### config.mk
export PLATFORM = sky130hd
export DESIGN_NAME = sram_ctl
export DESIGN_NICKNAME = d
export VERILOG_FILES = /design/src/rtl/sram_ctl_pkg.sv /design/src/rtl/sram_ctl_timer.sv /design/src/rtl/sram_ctl_fsm.sv /design/src/rtl/sram_ctl_lanes.sv /design/src/rtl/sram_ctl.sv
export SDC_FILE = /design/constraint.sdc
export NUM_CORES = 1
export LEC_CHECK = 0
export BUFFER_PORTS_ARGS = -buffer_cell sky130_fd_sc_hd__buf_2
export CAP_MARGIN = 20
export CELL_PAD_IN_SITES_DETAIL_PLACEMENT = 1
export CELL_PAD_IN_SITES_GLOBAL_PLACEMENT = 2
export CORE_ASPECT_RATIO = 0.75
export CORE_MARGIN = 3
export CORE_UTILIZATION = 26
export CTS_CLUSTER_SIZE = 16
export DETAILED_ROUTE_END_ITERATION = 16
export PLACE_DENSITY_LB_ADDON = 0.08
export SLEW_MARGIN = 10
export SYNTH_ARGS = -nofsm -noshare
export SYNTH_HDL_FRONTEND = slang
export SYNTH_SLANG_ARGS = --single-unit
### constraint.sdc
create_clock -name clk -period 2.39 [get_ports clk]
set_input_delay 0.239 -clock clk [delete_from_list [all_inputs] [get_ports clk]]
set_output_delay 0.239 -clock clk [all_outputs]
set_load 0.005 [all_outputs]
### src/rtl/sram_ctl_pkg.sv
package sram_ctl_pkg;

  localparam int unsigned DQ_W = 16;

  typedef enum logic [3:0] {
    ST_IDLE,
    ST_MODE_PRE,
    ST_MODE_POST,
    ST_RD,
    ST_RD_TURN,
    ST_WR_REL,
    ST_WR_DATA,
    ST_WR_HOLD
  } sram_state_e;

  // nanoseconds to whole clock cycles, rounded up
  function automatic int unsigned ns_to_cyc(input int unsigned ns, input int unsigned clk_ns);
    return (ns + clk_ns - 1) / clk_ns;
  endfunction

  function automatic int unsigned max2(input int unsigned a, input int unsigned b);
    return (a > b) ? a : b;
  endfunction

  function automatic int unsigned at_least_one(input int unsigned v);
    return (v == 0) ? 1 : v;
  endfunction

  // driven-data phase of a write: long enough for data setup and,
  // together with the release phase, for the whole strobe minimum
  function automatic int unsigned wr_data_cyc(input int unsigned ds_cyc,
                                              input int unsigned strobe_cyc,
                                              input int unsigned rel_cyc);
    return at_least_one(max2(ds_cyc, (strobe_cyc > rel_cyc) ? strobe_cyc - rel_cyc : 0));
  endfunction

endpackage

### src/rtl/sram_ctl_timer.sv
module sram_ctl_timer #(
  parameter int unsigned CNT_W = 4
) (
  input  logic             clk,
  input  logic             rst_n,
  input  logic             load,
  input  logic [CNT_W-1:0] load_val,
  output logic             done
);
  logic [CNT_W-1:0] cnt;

  always_ff @(posedge clk or negedge rst_n) begin
    if (!rst_n)          cnt <= '0;
    else if (load)       cnt <= load_val;
    else if (cnt != '0)  cnt <= cnt - 1'b1;
  end

  assign done = (cnt == '0);
endmodule

### src/rtl/sram_ctl_fsm.sv
module sram_ctl_fsm
  import sram_ctl_pkg::*;
#(
  parameter int unsigned CNT_W    = 4,
  parameter int unsigned RD_CYC   = 2,
  parameter int unsigned HZ_CYC   = 1,
  parameter int unsigned WD_CYC   = 1,
  parameter int unsigned MODE_CYC = 5
) (
  input  logic             clk,
  input  logic             rst_n,
  input  logic             req_valid,
  input  logic             req_write,
  input  logic             req_byte,
  input  logic             t_done,
  output logic             t_load,
  output logic [CNT_W-1:0] t_val,
  output logic             accept,
  output logic             sample_rd,
  output logic             ack,
  output logic             x16,
  output logic             sel,
  output logic             rd_act,
  output logic             wr_act,
  output logic             drive_data
);
  sram_state_e state, nxt;
  logic wr_q;
  logic flip, ack_set;

  always_comb begin
    nxt       = state;
    t_load    = 1'b0;
    t_val     = '0;
    accept    = 1'b0;
    sample_rd = 1'b0;
    flip      = 1'b0;
    ack_set   = 1'b0;
    case (state)
      ST_IDLE: if (req_valid) begin
        accept = 1'b1;
        t_load = 1'b1;
        if (req_byte == x16) begin
          nxt   = ST_MODE_PRE;
          t_val = CNT_W'(MODE_CYC - 1);
        end else if (req_write) begin
          nxt   = ST_WR_REL;
          t_val = CNT_W'(HZ_CYC - 1);
        end else begin
          nxt   = ST_RD;
          t_val = CNT_W'(RD_CYC - 1);
        end
      end
      ST_MODE_PRE: if (t_done) begin
        flip   = 1'b1;
        nxt    = ST_MODE_POST;
        t_load = 1'b1;
        t_val  = CNT_W'(MODE_CYC - 1);
      end
      ST_MODE_POST: if (t_done) begin
        t_load = 1'b1;
        if (wr_q) begin
          nxt   = ST_WR_REL;
          t_val = CNT_W'(HZ_CYC - 1);
        end else begin
          nxt   = ST_RD;
          t_val = CNT_W'(RD_CYC - 1);
        end
      end
      ST_RD: if (t_done) begin
        sample_rd = 1'b1;
        ack_set   = 1'b1;
        nxt       = ST_RD_TURN;
        t_load    = 1'b1;
        t_val     = CNT_W'(HZ_CYC - 1);
      end
      ST_RD_TURN: if (t_done) nxt = ST_IDLE;
      ST_WR_REL: if (t_done) begin
        nxt    = ST_WR_DATA;
        t_load = 1'b1;
        t_val  = CNT_W'(WD_CYC - 1);
      end
      ST_WR_DATA: if (t_done) begin
        nxt     = ST_WR_HOLD;
        ack_set = 1'b1;
      end
      ST_WR_HOLD: nxt = ST_IDLE;
      default: nxt = ST_IDLE;
    endcase
  end

  always_ff @(posedge clk or negedge rst_n) begin
    if (!rst_n) begin
      state <= ST_IDLE;
      wr_q  <= 1'b0;
      x16   <= 1'b1;
      ack   <= 1'b0;
    end else begin
      state <= nxt;
      ack   <= ack_set;
      if (accept) wr_q <= req_write;
      if (flip)   x16  <= ~x16;
    end
  end

  assign sel        = (state == ST_RD) || (state == ST_WR_REL) || (state == ST_WR_DATA);
  assign rd_act     = (state == ST_RD);
  assign wr_act     = (state == ST_WR_REL) || (state == ST_WR_DATA);
  assign drive_data = (state == ST_WR_DATA) || (state == ST_WR_HOLD);


  ack_single_chk: assert property (@(posedge clk) disable iff (!rst_n) ack |=> !ack);
endmodule

### src/rtl/sram_ctl_lanes.sv
module sram_ctl_lanes
  import sram_ctl_pkg::*;
#(
  parameter int unsigned ADDR_W = 19
) (
  input  logic              clk,
  input  logic              rst_n,
  input  logic              accept,
  input  logic [ADDR_W:0]   req_addr,
  input  logic [DQ_W-1:0]   req_wdata,
  input  logic [1:0]        req_be,
  input  logic              req_write,
  input  logic              x16,
  input  logic              sel,
  input  logic              drive_data,
  input  logic              sample_rd,
  input  logic [DQ_W-1:0]   mem_dq_i,
  output logic [ADDR_W-1:0] mem_a,
  output logic              mem_lb_n,
  output logic              mem_ub_n,
  output logic [DQ_W-1:0]   mem_dq_o,
  output logic [DQ_W-1:0]   mem_dq_oe,
  output logic [DQ_W-1:0]   rsp_rdata
);
  localparam int unsigned HALF = DQ_W / 2;

  logic [ADDR_W:0]  addr_q;
  logic [DQ_W-1:0]  wdata_q;
  logic [1:0]       be_q;
  logic             wr_q;

  always_ff @(posedge clk or negedge rst_n) begin
    if (!rst_n) begin
      addr_q  <= '0;
      wdata_q <= '0;
      be_q    <= '0;
      wr_q    <= 1'b0;
    end else if (accept) begin
      addr_q  <= req_addr;
      wdata_q <= req_wdata;
      be_q    <= req_be;
      wr_q    <= req_write;
    end
  end

  always_ff @(posedge clk or negedge rst_n) begin
    if (!rst_n)         rsp_rdata <= '0;
    else if (sample_rd) rsp_rdata <= x16 ? mem_dq_i : {{HALF{1'b0}}, mem_dq_i[HALF-1:0]};
  end

  assign mem_a = x16 ? addr_q[ADDR_W-1:0] : addr_q[ADDR_W:1];

  // lane strobes: reads and byte mode use every lane, word writes follow the enables
  logic [1:0] lane_on;
  for (genvar g = 0; g < 2; g++) begin : g_lane
    assign lane_on[g] = sel & (~x16 | ~wr_q | be_q[g]);
  end
  assign mem_lb_n = ~lane_on[0];
  assign mem_ub_n = ~lane_on[1];

  // byte mode: top pin carries the address LSB, upper data lanes float
  always_comb begin
    if (x16) begin
      mem_dq_o  = wdata_q;
      mem_dq_oe = {DQ_W{drive_data}};
    end else begin
      mem_dq_o  = {addr_q[0], {(HALF-1){1'b0}}, wdata_q[HALF-1:0]};
      mem_dq_oe = {1'b1, {(HALF-1){1'b0}}, {HALF{drive_data}}};
    end
  end
endmodule

### src/rtl/sram_ctl.sv
module sram_ctl
  import sram_ctl_pkg::*;
#(
  parameter int unsigned ADDR_W    = 19,
  parameter int unsigned CLK_NS    = 20,
  parameter int unsigned T_AA_NS   = 40,
  parameter int unsigned T_RC_NS   = 40,
  parameter int unsigned T_WP_NS   = 30,
  parameter int unsigned T_CW_NS   = 35,
  parameter int unsigned T_DW_NS   = 20,
  parameter int unsigned T_HZ_NS   = 20,
  parameter int unsigned T_MODE_NS = 5_000_000
) (
  input  logic              clk,
  input  logic              rst_n,
  input  logic              req_valid,
  input  logic              req_write,
  input  logic              req_byte,
  input  logic [ADDR_W:0]   req_addr,
  input  logic [15:0]       req_wdata,
  input  logic [1:0]        req_be,
  output logic              req_ack,
  output logic [15:0]       rsp_rdata,
  output logic [ADDR_W-1:0] mem_a,
  output logic              mem_ce1_n,
  output logic              mem_ce2,
  output logic              mem_oe_n,
  output logic              mem_rw,
  output logic              mem_lb_n,
  output logic              mem_ub_n,
  output logic              mem_x16,
  output logic [15:0]       mem_dq_o,
  output logic [15:0]       mem_dq_oe,
  input  logic [15:0]       mem_dq_i
);
  localparam int unsigned RD_CYC   = at_least_one(max2(ns_to_cyc(T_AA_NS, CLK_NS), ns_to_cyc(T_RC_NS, CLK_NS)));
  localparam int unsigned HZ_CYC   = at_least_one(ns_to_cyc(T_HZ_NS, CLK_NS));
  localparam int unsigned DS_CYC   = at_least_one(ns_to_cyc(T_DW_NS, CLK_NS));
  localparam int unsigned STB_CYC  = max2(ns_to_cyc(T_WP_NS, CLK_NS), ns_to_cyc(T_CW_NS, CLK_NS));
  localparam int unsigned WD_CYC   = wr_data_cyc(DS_CYC, STB_CYC, HZ_CYC);
  localparam int unsigned MODE_CYC = at_least_one(ns_to_cyc(T_MODE_NS, CLK_NS));
  localparam int unsigned MAX_CYC  = max2(max2(RD_CYC, MODE_CYC), max2(HZ_CYC, WD_CYC));
  localparam int unsigned CNT_W    = $clog2(MAX_CYC + 1);

  logic             t_load, t_done;
  logic [CNT_W-1:0] t_val;
  logic             accept, sample_rd, sel, rd_act, wr_act, drive_data;

  sram_ctl_timer #(.CNT_W(CNT_W)) u_timer (
    .clk(clk), .rst_n(rst_n), .load(t_load), .load_val(t_val), .done(t_done)
  );

  sram_ctl_fsm #(
    .CNT_W(CNT_W), .RD_CYC(RD_CYC), .HZ_CYC(HZ_CYC), .WD_CYC(WD_CYC), .MODE_CYC(MODE_CYC)
  ) u_fsm (
    .clk(clk), .rst_n(rst_n), .req_valid(req_valid), .req_write(req_write),
    .req_byte(req_byte), .t_done(t_done), .t_load(t_load), .t_val(t_val),
    .accept(accept), .sample_rd(sample_rd), .ack(req_ack), .x16(mem_x16),
    .sel(sel), .rd_act(rd_act), .wr_act(wr_act), .drive_data(drive_data)
  );

  sram_ctl_lanes #(.ADDR_W(ADDR_W)) u_lanes (
    .clk(clk), .rst_n(rst_n), .accept(accept), .req_addr(req_addr),
    .req_wdata(req_wdata), .req_be(req_be), .req_write(req_write), .x16(mem_x16),
    .sel(sel), .drive_data(drive_data), .sample_rd(sample_rd), .mem_dq_i(mem_dq_i),
    .mem_a(mem_a), .mem_lb_n(mem_lb_n), .mem_ub_n(mem_ub_n),
    .mem_dq_o(mem_dq_o), .mem_dq_oe(mem_dq_oe), .rsp_rdata(rsp_rdata)
  );

  assign mem_ce1_n = ~sel;
  assign mem_ce2   = sel;
  assign mem_oe_n  = ~rd_act;
  assign mem_rw    = ~wr_act;

  // driven-data cycles inside the current write strobe
  logic [CNT_W:0] ds_run;
  always_ff @(posedge clk or negedge rst_n) begin
    if (!rst_n)                    ds_run <= '0;
    else if (!wr_act)              ds_run <= '0;
    else if (mem_dq_oe[0])         ds_run <= ds_run + 1'b1;
  end


  idle_quiet_chk: assert property (@(posedge clk) disable iff (!rst_n)
    (!sel && !drive_data) |-> (mem_dq_oe[7:0] == 8'h00 && mem_oe_n && mem_rw));

  rd_sample_chk: assert property (@(posedge clk) disable iff (!rst_n)
    sample_rd |-> (!mem_oe_n && mem_rw && !mem_ce1_n && mem_ce2));

  wr_release_chk: assert property (@(posedge clk) disable iff (!rst_n)
    $fell(mem_rw) |-> (mem_dq_oe[7:0] == 8'h00));

  wr_setup_chk: assert property (@(posedge clk) disable iff (!rst_n)
    $rose(mem_rw) |-> (ds_run >= (CNT_W+1)'(DS_CYC)));

  rd_turn_chk: assert property (@(posedge clk) disable iff (!rst_n)
    $rose(mem_oe_n) |-> (mem_dq_oe[7:0] == 8'h00));

  mode_flip_chk: assert property (@(posedge clk) disable iff (!rst_n)
    !$stable(mem_x16) |-> (mem_ce1_n && $past(mem_ce1_n)));
endmodule

**Word level (Yosys, flattened, before mapping)**

Index checks and enable logic that the tools add are counted.

- $add $sub $neg: 1
- Equality and inequality tests: 15
- Multiplexer cells: 31
- Bitwise operators: 12
- Reduce and logical (&&, ||, !) cells: 11

Operator list:

| operator | number |
|---|---|
| 18-bit two-way mux | 6 |
| 18-bit one-hot mux with 3 select lines | 1 |
| 16-bit two-way mux | 3 |
| 4-bit two-way mux | 8 |
| 4-bit one-hot mux with 7 select lines | 1 |
| 19-bit two-way mux | 1 |
| 18-bit zero test | 1 |
| 18-bit nonzero test | 1 |
| 18-bit by 1-bit subtractor with 18-bit output, second input constant | 1 |
| 4-bit by 3-bit equality test with 1-bit output, second input constant | 4 |
| 2-bit != test, second input constant | 7 |
| 4-bit by 2-bit equality test with 1-bit output, second input constant | 2 |
| 1-bit two-way mux | 8 |
| 1-bit inverter | 7 |
| 7-bit AND reduction | 1 |
| 3-bit two-way mux | 2 |
| 4-bit by 1-bit equality test with 1-bit output, second input constant | 1 |
| 4-bit zero test | 1 |
| 1-bit logical OR | 4 |
| 4-bit OR reduction | 1 |
| 1-bit bitwise OR | 3 |
| 1-bit bitwise AND | 2 |
| 1-bit one-hot mux with 2 select lines | 1 |
| 2-bit nonzero test | 1 |
| other kinds (2) | 2 |

- Register bits: 79
- Input port bits: 59
- Output and inout bits: 75
- Word-level logic and storage cells: 79

**Logic depth before layout (Yosys ltp)**

Gate-level depths: netlist of run 1.

- Word-level depth: 5
- Mapped depth: 8
- Depth with buffers taken out: 7

**By module**

From an unflattened synthesis of run 1, not the netlist that was laid out.

- Cell total of the unflattened synthesis: 391
- Area total of the unflattened synthesis: 4379.2 um2

Modules (own cells, without submodules):

| module | instances | cells an instance | area an instance (um2) | sequential area each (um2) |
|---|---|---|---|---|
| sram_ctl_lanes | 1 | 191 | 2608.8 | 1376.3 |
| sram_ctl_timer | 1 | 127 | 1141.1 | 450.4 |
| sram_ctl_fsm | 1 | 70 | 618.1 | 151.4 |
| sram_ctl | 1 | 3 | 11.3 | 0.0 |

**Worst setup path before layout of run 1**

Ideal clock, no wire load.

- Path type: flip-flop to flip-flop
- Start: register u_timer.cnt[0]
- End: register u_lanes.rsp_rdata[4]
- Setup time: 0.125 ns
- Arrival time: 2.089 ns
- Required time: 2.265 ns
- Setup slack: 0.176 ns
- Cell stages (with the launch flop): 8
- Buffers on the path: 2
- Period minus slack after synthesis: 2.214 ns
- Path through: dfrtp_1 > inv_1 > ha_1 > or3b_1 > or4_1 > buf_6 > buf_8 > mux2_4

- Longest elaborated chain between the ends: 3

RTL lines:

| element | RTL line | RTL |
|---|---|---|
| from (decl) | sram_ctl_timer.sv:10 | `logic [CNT_W-1:0] cnt;` |
| from (signal assigned) | sram_ctl_timer.sv:14 | `else if (load) cnt <= load_val;` |
| from (signal assigned) | sram_ctl_timer.sv:15 | `else if (cnt != '0) cnt <= cnt - 1'b1;` |
| 18-bit zero test | sram_ctl_timer.sv:18 | `assign done = (cnt == '0);` |
| 1-bit two-way mux | sram_ctl_fsm.sv:70 | `ST_RD: if (t_done) begin` |
| 1-bit two-way mux | sram_ctl_fsm.sv:39 | `case (state)` |
| to (signal assigned) | sram_ctl_lanes.sv:48 | `else if (sample_rd) rsp_rdata <= x16 ? mem_dq_i : {{HALF{1'b0}}, mem_dq_i[HALF-1:0]};` |
| to (decl) | sram_ctl_lanes.sv:23 | `output logic [DQ_W-1:0] rsp_rdata` |

Every way passes these cells.
A chain may end at the register's enable or synchronous reset.

**Final worst setup path of run 1**

Ends and elaborated chain as after synthesis.

==> results of run 1 <==
[registers in the layout, indices dropped and copies added (netlist names)]
signal	count
u_lanes.be_q	2
u_lanes.addr_q	20
u_fsm.state	3
u_lanes.wdata_q	16
u_fsm.ack	1
u_lanes.rsp_rdata	16
u_timer.cnt	18
u_fsm.x16	1
u_fsm.wr_q	1
[area by class of cell]
cell class / count / area (um^2)
tap: 200 / 250
timing repair buffer: 150 / 815
sequential: 78 / 1950
fill: 1731 / 9630
clock buffer: 10 / 229
inverter: 6 / 22.5
multi-input combinational: 322 / 1800
clock inverter: 6 / 86.3
[stage by stage]
| stage | setup TNS (ns) | setup WS, ns | hold slack, ns |
|---|---|---|---|
| 6_report | 0 | 0.130 | 0.0813 |
| 5_1_grt | -0.0132 | -0.00737 | 0.0814 |
| 4_1_cts | 0 | 0.0786 | 0.0670 |
| 3_5_place_dp | 0 | 0.0844 | 0.261 |
| 3_3_place_gp | 0 | 0.152 | 0.260 |
| 2_1_floorplan | 0 | 0.176 | -0.0566 |
[critical path, delay by kind of cell, from the launching register on]
family	cells	cell delay, ns
fa+ha+maj	1	0.18
mux	1	0.30
buf+inv	2	0.31
flops	1	0.42
simple gates	2	0.94
[metal layers]
metal	vias up	wire [um]	share of wire (%)
met3	13	1030	8.6
li1	1706	-	-
met2	104	5040	42
met5	-	27	0.23
met1	1684	5730	48
met4	4	154	1.3
[where the power goes]
group	internal (mW)	switching, mW
logic	0.181	0.172
clock network	0.913	0.571
registers	1.43	0.121
[cell families (layout without fill, tap and decap cells)]
| logic type | Yosys count | count (layout) | share of synthesized area [%] |
|---|---|---|---|
| compound gates | 53 | 53 | 7.65 |
| xor+xnor | 13 | 13 | 2.84 |
| fa+ha+maj | 2 | 2 | 0.625 |
| buf+inv | 47 | 172 | 6.96 |
| flops | 78 | 78 | 48.8 |
| mux | 28 | 28 | 8.24 |
| simple gates | 226 | 226 | 24.9 |
[worst max path at each step]
stage                         startpoint  slack, ns  cells after the start              endpoint
after detailed placement  u_timer.cnt[0]       0.08                      6  u_lanes.rsp_rdata[5]
after global routing      u_timer.cnt[0]     -0.007                      6  u_lanes.rsp_rdata[4]
after global placement    u_timer.cnt[0]       0.15                      6  u_lanes.rsp_rdata[6]
after floorplan           u_timer.cnt[0]       0.18                      7  u_lanes.rsp_rdata[4]
final                     u_timer.cnt[0]       0.13                      6  u_lanes.rsp_rdata[4]
after CTS                 u_timer.cnt[0]       0.08                      6  u_lanes.rsp_rdata[4]
[cell usage in the layout, fill, tap and decap left out, types with 3 or more instances in the layout]
cell type / instances
mux2_4: 4
nor3_1: 10
nor4_1: 5
nor2_1: 21
or3_1: 4
dfrtp_1: 77
a21oi_1: 14
a211oi_1: 3
and2_1: 7
nand2_1: 152
o21ai_0: 25
inv_1: 5
nand3_1: 5
clkbuf_16: 9
buf_2: 132
mux2_2: 24
xnor2_1: 8
xor2_1: 5
buf_4: 15
[repair_timing]
| item | in CTS | in global routing |
|---|---|---|
| gates resized for setup | 0 | 4 |
| hold buffers | 1 | 0 |
| hold endpoints to repair | 37 | 0 |
| setup endpoints to repair | 0 | 19 |
==> results.md, run 1 <==
- Row count: 38
- Post-synth top area share: 48.1%
- Final ANT Viol Nets: 0
- Pwr per Cell Area: 658 nW/um^2
- Die Footprint: 16900 um^2
- Max Cap Viol: 0
- Top_reg_cell synth: dfrtp_1
- Async set-reset flop share out of synthesis: 100%
- Worst reg2reg startpoint: u_timer.cnt[0]
- DRC viols: 0
- Area delta synth->final: 28.7%
- GR Util All Layers: 14.7%
- Hold path cells: 3
- Top post-synthesis cells by area: dfrtp_1 48%, nand2_1 14%, mux2_2 6.7%
- Worst R2R End: u_lanes.rsp_rdata[4]
- Tcrit/Tclk final: 94.6%
- Worst Path Arrival: 2.49 ns
- H-tree depth: 3
- Clk sinks: 78
- Starting DRT DRC Count: 168
- GP Congestion: 0.810
- CP cell instances: inv_1, ha_1, or3b_1, or4_1, buf_6, mux2_4
- Overflow after GRT: 0
- First-pass DRT Iterations: 4
- Root Buffer: clkbuf_16
- Hold Crit Start: req_wdata[3]
- Via count: 3511
- Largest net degree at the start of global routing: 42
- Gr busiest metal: met2
- Starting Density: 27.1%
- Post-Syn Nets: 508
- Leak pwr: 2.64 nW
- FF+latch count, synth: 78
- Core area: 14800 um^2
- Placed Cells: 755
- Worst VDD drop: 0.353 mV
- Overall Power: 3.39 mW
- DR WL/cell: 15.5 um
- Count of pins over their slew limit: 0
- CTS Buf Count: 9
- Met1 Use GR: 19.9%
- Register area share after synthesis: 48.8%
- Filler-free cell count of the finished design: 772
- Endpoint type of the worst setup path: flip-flop
- Nets@finish: 628
- Synth area leader: dfrtp_1
- Max stage delay on crit path: 0.56 ns
- Fin. Hold Viols: 0
- Yosys cell types: 45
- Critical path type: reg2reg
- Worst-path clk slew: 0.06 ns
- Cell area after layout: 5150 um^2
- Status: complete, no violations
- Die H: 114 um
- Die W: 149 um
- CTS tree: yes
- Synthesis Warnings: 0
- Fin Clk Skew: 0.00759 ns
- Post-DP Area: 4810 um^2
- Clock buffer depth: 2
- # Post-CTS Setup Buffers: 0
- Cells after Synth: 447
- Register-to-Register Path Depth: 6
- Startpoint Class: flip-flop
- Ant diodes: 0
- Hold EP: u_lanes.wdata_q[3]
- Port Buf Inserts: 133
- Post-synth EDFFs: 0
- Data required, critical path: 2.62 ns
- Syn Area/Cell: 8.96 um^2
- Post-DP HPWL: 8780 um
- Final setup violation count: 0
- Routing usage on met3: 6.08%
- Synth Cell Area: 4010 um^2
- First-pass GRT wire length: 19700 um
- Most frequent cell after synthesis: nand2_1
- Top-level I/O count: 134
- Antenna violations before repair: 2
- Critical path peak fanout: 24
- Vias per inst: 4.55
- Least-Margin Pin Slew: 0.683 ns
- Slowest-stage cell, CP: or4_1
- FF-to-FF setup slack: 0.13 ns
- Rel. slew slack: 54.0%
- Share of layout cells above drive strength 1: 35.5%
- Minimum clock period: 2.26 ns
- Number of global-route vias before repair: 3707
- Final WL: 12000 um
- Final design utilization: 34.9%
- Latest clock arrival within the worst-skew pair: 0.34 ns
- Post-synth top cells: 152 x nand2_1, 77 x dfrtp_1, 25 x o21ai_0
- Hold WC Path Type: in2reg
- Max Freq: 0.442 GHz
- GRT met2 Usage: 21.6%
Note: power is estimated with default switching activity, not from simulation.
==> run 2: changes to the inputs <==
BUFFER_PORTS_ARGS = -buffer_cell sky130_fd_sc_hd__buf_4   (was -buffer_cell sky130_fd_sc_hd__buf_2)
GPL_TIMING_DRIVEN = 0   (was unset)
==> run 2 against run 1 <==
Via count rose by 2.1%; clock skew fell by 0.0033 ns; largest power group unchanged; sequential power barely moved; sequential share of layout area fell by 3.4 points; highest routed layer is now met4; largest cell class unchanged; critical path type unchanged.
==> results.md, run 2 (same netlist as run 1, synthesis figures left out) <==
- CTS Buf Count: 9 (unchanged)
- Top-level I/O count: 134 (unchanged)
- Count of pins over their slew limit: 0 (unchanged)
- Row count: 38 (unchanged)
- Status: complete, no violations
- Filler-free cell count of the finished design: 802 (+3.9%)
- Data required, critical path: 2.61 ns (about the same)
- Endpoint type of the worst setup path: flip-flop
- Tcrit/Tclk final: 97.8% (+3.2 points)
- Area delta synth->final: 41.5%
- CP cell instances: inv_1, ha_1, or3b_4, or4_4, buf_6, buf_8, mux2_4
- Biggest regs: u_lanes.addr_q: 20 flops, u_timer.cnt: 18 flops
- Post-DP HPWL: 9220 um (+5.0%)
- Critical path peak fanout: 10 (-58%)
- Nets@finish: 658 (+4.8%)
- DR WL/cell: 15.6 um (+0.58%)
- Final ANT Viol Nets: 0 (unchanged)
- Die H: 114 um (unchanged)
- Pwr per Cell Area: 586 nW/um^2 (-11%)
- Core area: 14800 um^2 (unchanged)
- Fill cells: 1749 (+1.0%)
- Least-Margin Pin Slew: 0.702 ns (+0.0194 ns)
- Latest clock arrival within the worst-skew pair: 0.34 ns (about the same)
- Slowest-stage cell, CP: or4_4
- Register-to-Register Path Depth: 7 (+1)
- Most frequent cells in the layout: 160 x buf_4, 152 x nand2_1, 77 x dfrtp_1
- First-pass GRT wire length: 20500 um (+3.8%)
- Max stage delay on crit path: 0.53 ns (-0.03 ns)
- Via count: 3583 (+2.1%)
- Worst-path clk slew: 0.06 ns (about the same)
- Die W: 149 um (unchanged)
- Max Freq: 0.428 GHz (-3.3%)
- Clk sinks: 78 (unchanged)
- Setup TNS: 0 ns (unchanged)
- Starting DRT DRC Count: 134 (-20%)
- Worst R2R End: u_lanes.rsp_rdata[4]
- First-pass DRT Iterations: 4 (unchanged)
- Hold WC Path Type: in2reg
- Die Footprint: 16900 um^2 (unchanged)
- WHS: 0.0834 ns (+0.00205 ns)
- Largest Register: u_lanes.addr_q
- Final WL: 12500 um (+4.5%)
- Rel. slew slack: 52.7% (-1.3 points)
- Overall Power: 3.32 mW (-2.0%)
- Overflow after GRT: 0 (unchanged)
- Commonest non-fill, non-tap cell in the layout: buf_4
- Fin Clk Skew: 0.00428 ns (-0.00331 ns)
- Final setup violation count: 0 (unchanged)
- GP Congestion: 0.801 (-1.0%)
- Startpoint Class: flip-flop
- CP Capture Point: u_lanes.rsp_rdata[4]
- Starting Density: 27.1% (unchanged)
- FF-to-FF setup slack: 0.05 ns (-0.08 ns)
- Worst reg2reg startpoint: u_timer.cnt[1]
- Clock buffer depth: 2 (unchanged)
- Placed Cells: 781 (+3.4%)
- Vias per inst: 4.47 (-1.8%)
- Antenna violations before repair: 0 (-2)
- Largest net degree at the start of global routing: 56 (+33%)
- Leak pwr: 2.86 nW (+8.5%)
- Share of layout cells above drive strength 1: 37.9% (+2.4 points)
- Worst VDD drop: 0.354 mV (+0.45%)
- Minimum clock period: 2.34 ns (+0.0768 ns)
- H-tree depth: 3 (unchanged)
- Ant diodes: 0 (unchanged)
- Critical path type: reg2reg
- Worst setup startpoint: u_timer.cnt[1]
- Max Cap Viol: 0 (unchanged)
- GR Util All Layers: 15.3% (+0.55 points)
- Fin. Hold Viols: 0 (unchanged)
- Number of global-route vias before repair: 3827 (+3.2%)
- Max reg flops: 20 (unchanged)
- CTS tree: yes
- Worst Path Arrival: 2.56 ns (+0.07 ns)
- Root Buffer: clkbuf_16
- Port Buf Inserts: 133 (unchanged)
- DRC viols: 0 (unchanged)
-- run 2: cell types whose count changed in the layout (fill, tap and decap cells not counted), moves of 3 or more --
| cell | previous run | this run |
|---|---|---|
| buf_2 | 132 | 1 |
| buf_4 | 15 | 160 |
| clkbuf_1 | 1 | 10 |
| clkbuf_2 | 0 | 6 |
| nor3_4 | 0 | 3 |
-- run 2: how the worst min path moves through the flow --
| stage | startpoint | slack [ns] | cells after the start | to |
|---|---|---|---|---|
| after detailed placement | rst_n | 0.19 | 1 | u_timer.cnt[9] |
| after global placement | req_wdata[5] | 0.43 | 3 | u_lanes.wdata_q[5] |
| after floorplan | rst_n | -0.06 | 0 | u_fsm.ack |
| after CTS | req_addr[1] | 0.07 | 3 | u_lanes.addr_q[1] |
| final | req_addr[10] | 0.08 | 3 | u_lanes.addr_q[10] |
| after global routing | req_addr[8] | 0.08 | 3 | u_lanes.addr_q[8] |
-- run 2: final cells by class --
type,count,area [um^2],share of cell area [%]
sequential,78,1950,34.5
multi-input combinational,322,1830,32.2
timing repair buffer,140,1070,18.9
buffer,40,264,4.66
clock buffer,13,260,4.59
tap,200,250,4.42
inverter,6,22.5,0.397
clock inverter,3,18.8,0.331
-- run 2: critical path: cells and delay by family, from the launching register on --
family,cells,cell delay (ns)
adders and majority gates,1,0.16
buffers and inverters,3,0.38
and+or+nand+nor,2,0.95
muxes,1,0.29
DFF,1,0.42
-- run 2: power breakdown --
| part | switching [mW] | internal (mW) |
|---|---|---|
| registers | 0.131 | 1.43 |
| logic | 0.183 | 0.254 |
| clock network | 0.562 | 0.760 |
| total | 0.876 | 2.45 |
-- run 2: stage by stage --
step                      setup WS [ns]  cell area (um^2)  utilization, %
final                            0.0529              5670            38.3
after detailed placement         -0.311              5280            35.7
after global placement           -0.329              5260            35.5
after global routing          -0.000616              5670            38.3
after CTS                        0.0149              5590            37.8
after floorplan                   0.176              4010               -
-- run 2: repair_timing --
action | 4_1_cts | 5_1_grt
endpoints found under the setup margin | 47 | 38
hold buffers | 1 | 0
pin swaps | 0 | 1
hold endpoints to repair | 23 | 0
buffers inserted | 0 | 5
resized for setup | 8 | 14
-- run 2: per-layer routing --
layer | vias to the layer above | routed length (um) | global-route usage [%] | share of wire [%]
met5 | - | 0 | 0 | 0
met3 | 11 | 833 | 5.32 | 6.7
met1 | 1706 | 6170 | 21.6 | 49
met2 | 100 | 5370 | 22.1 | 43
met4 | 0 | 150 | 4.27 | 1.2
li1 | 1766 | - | - | -
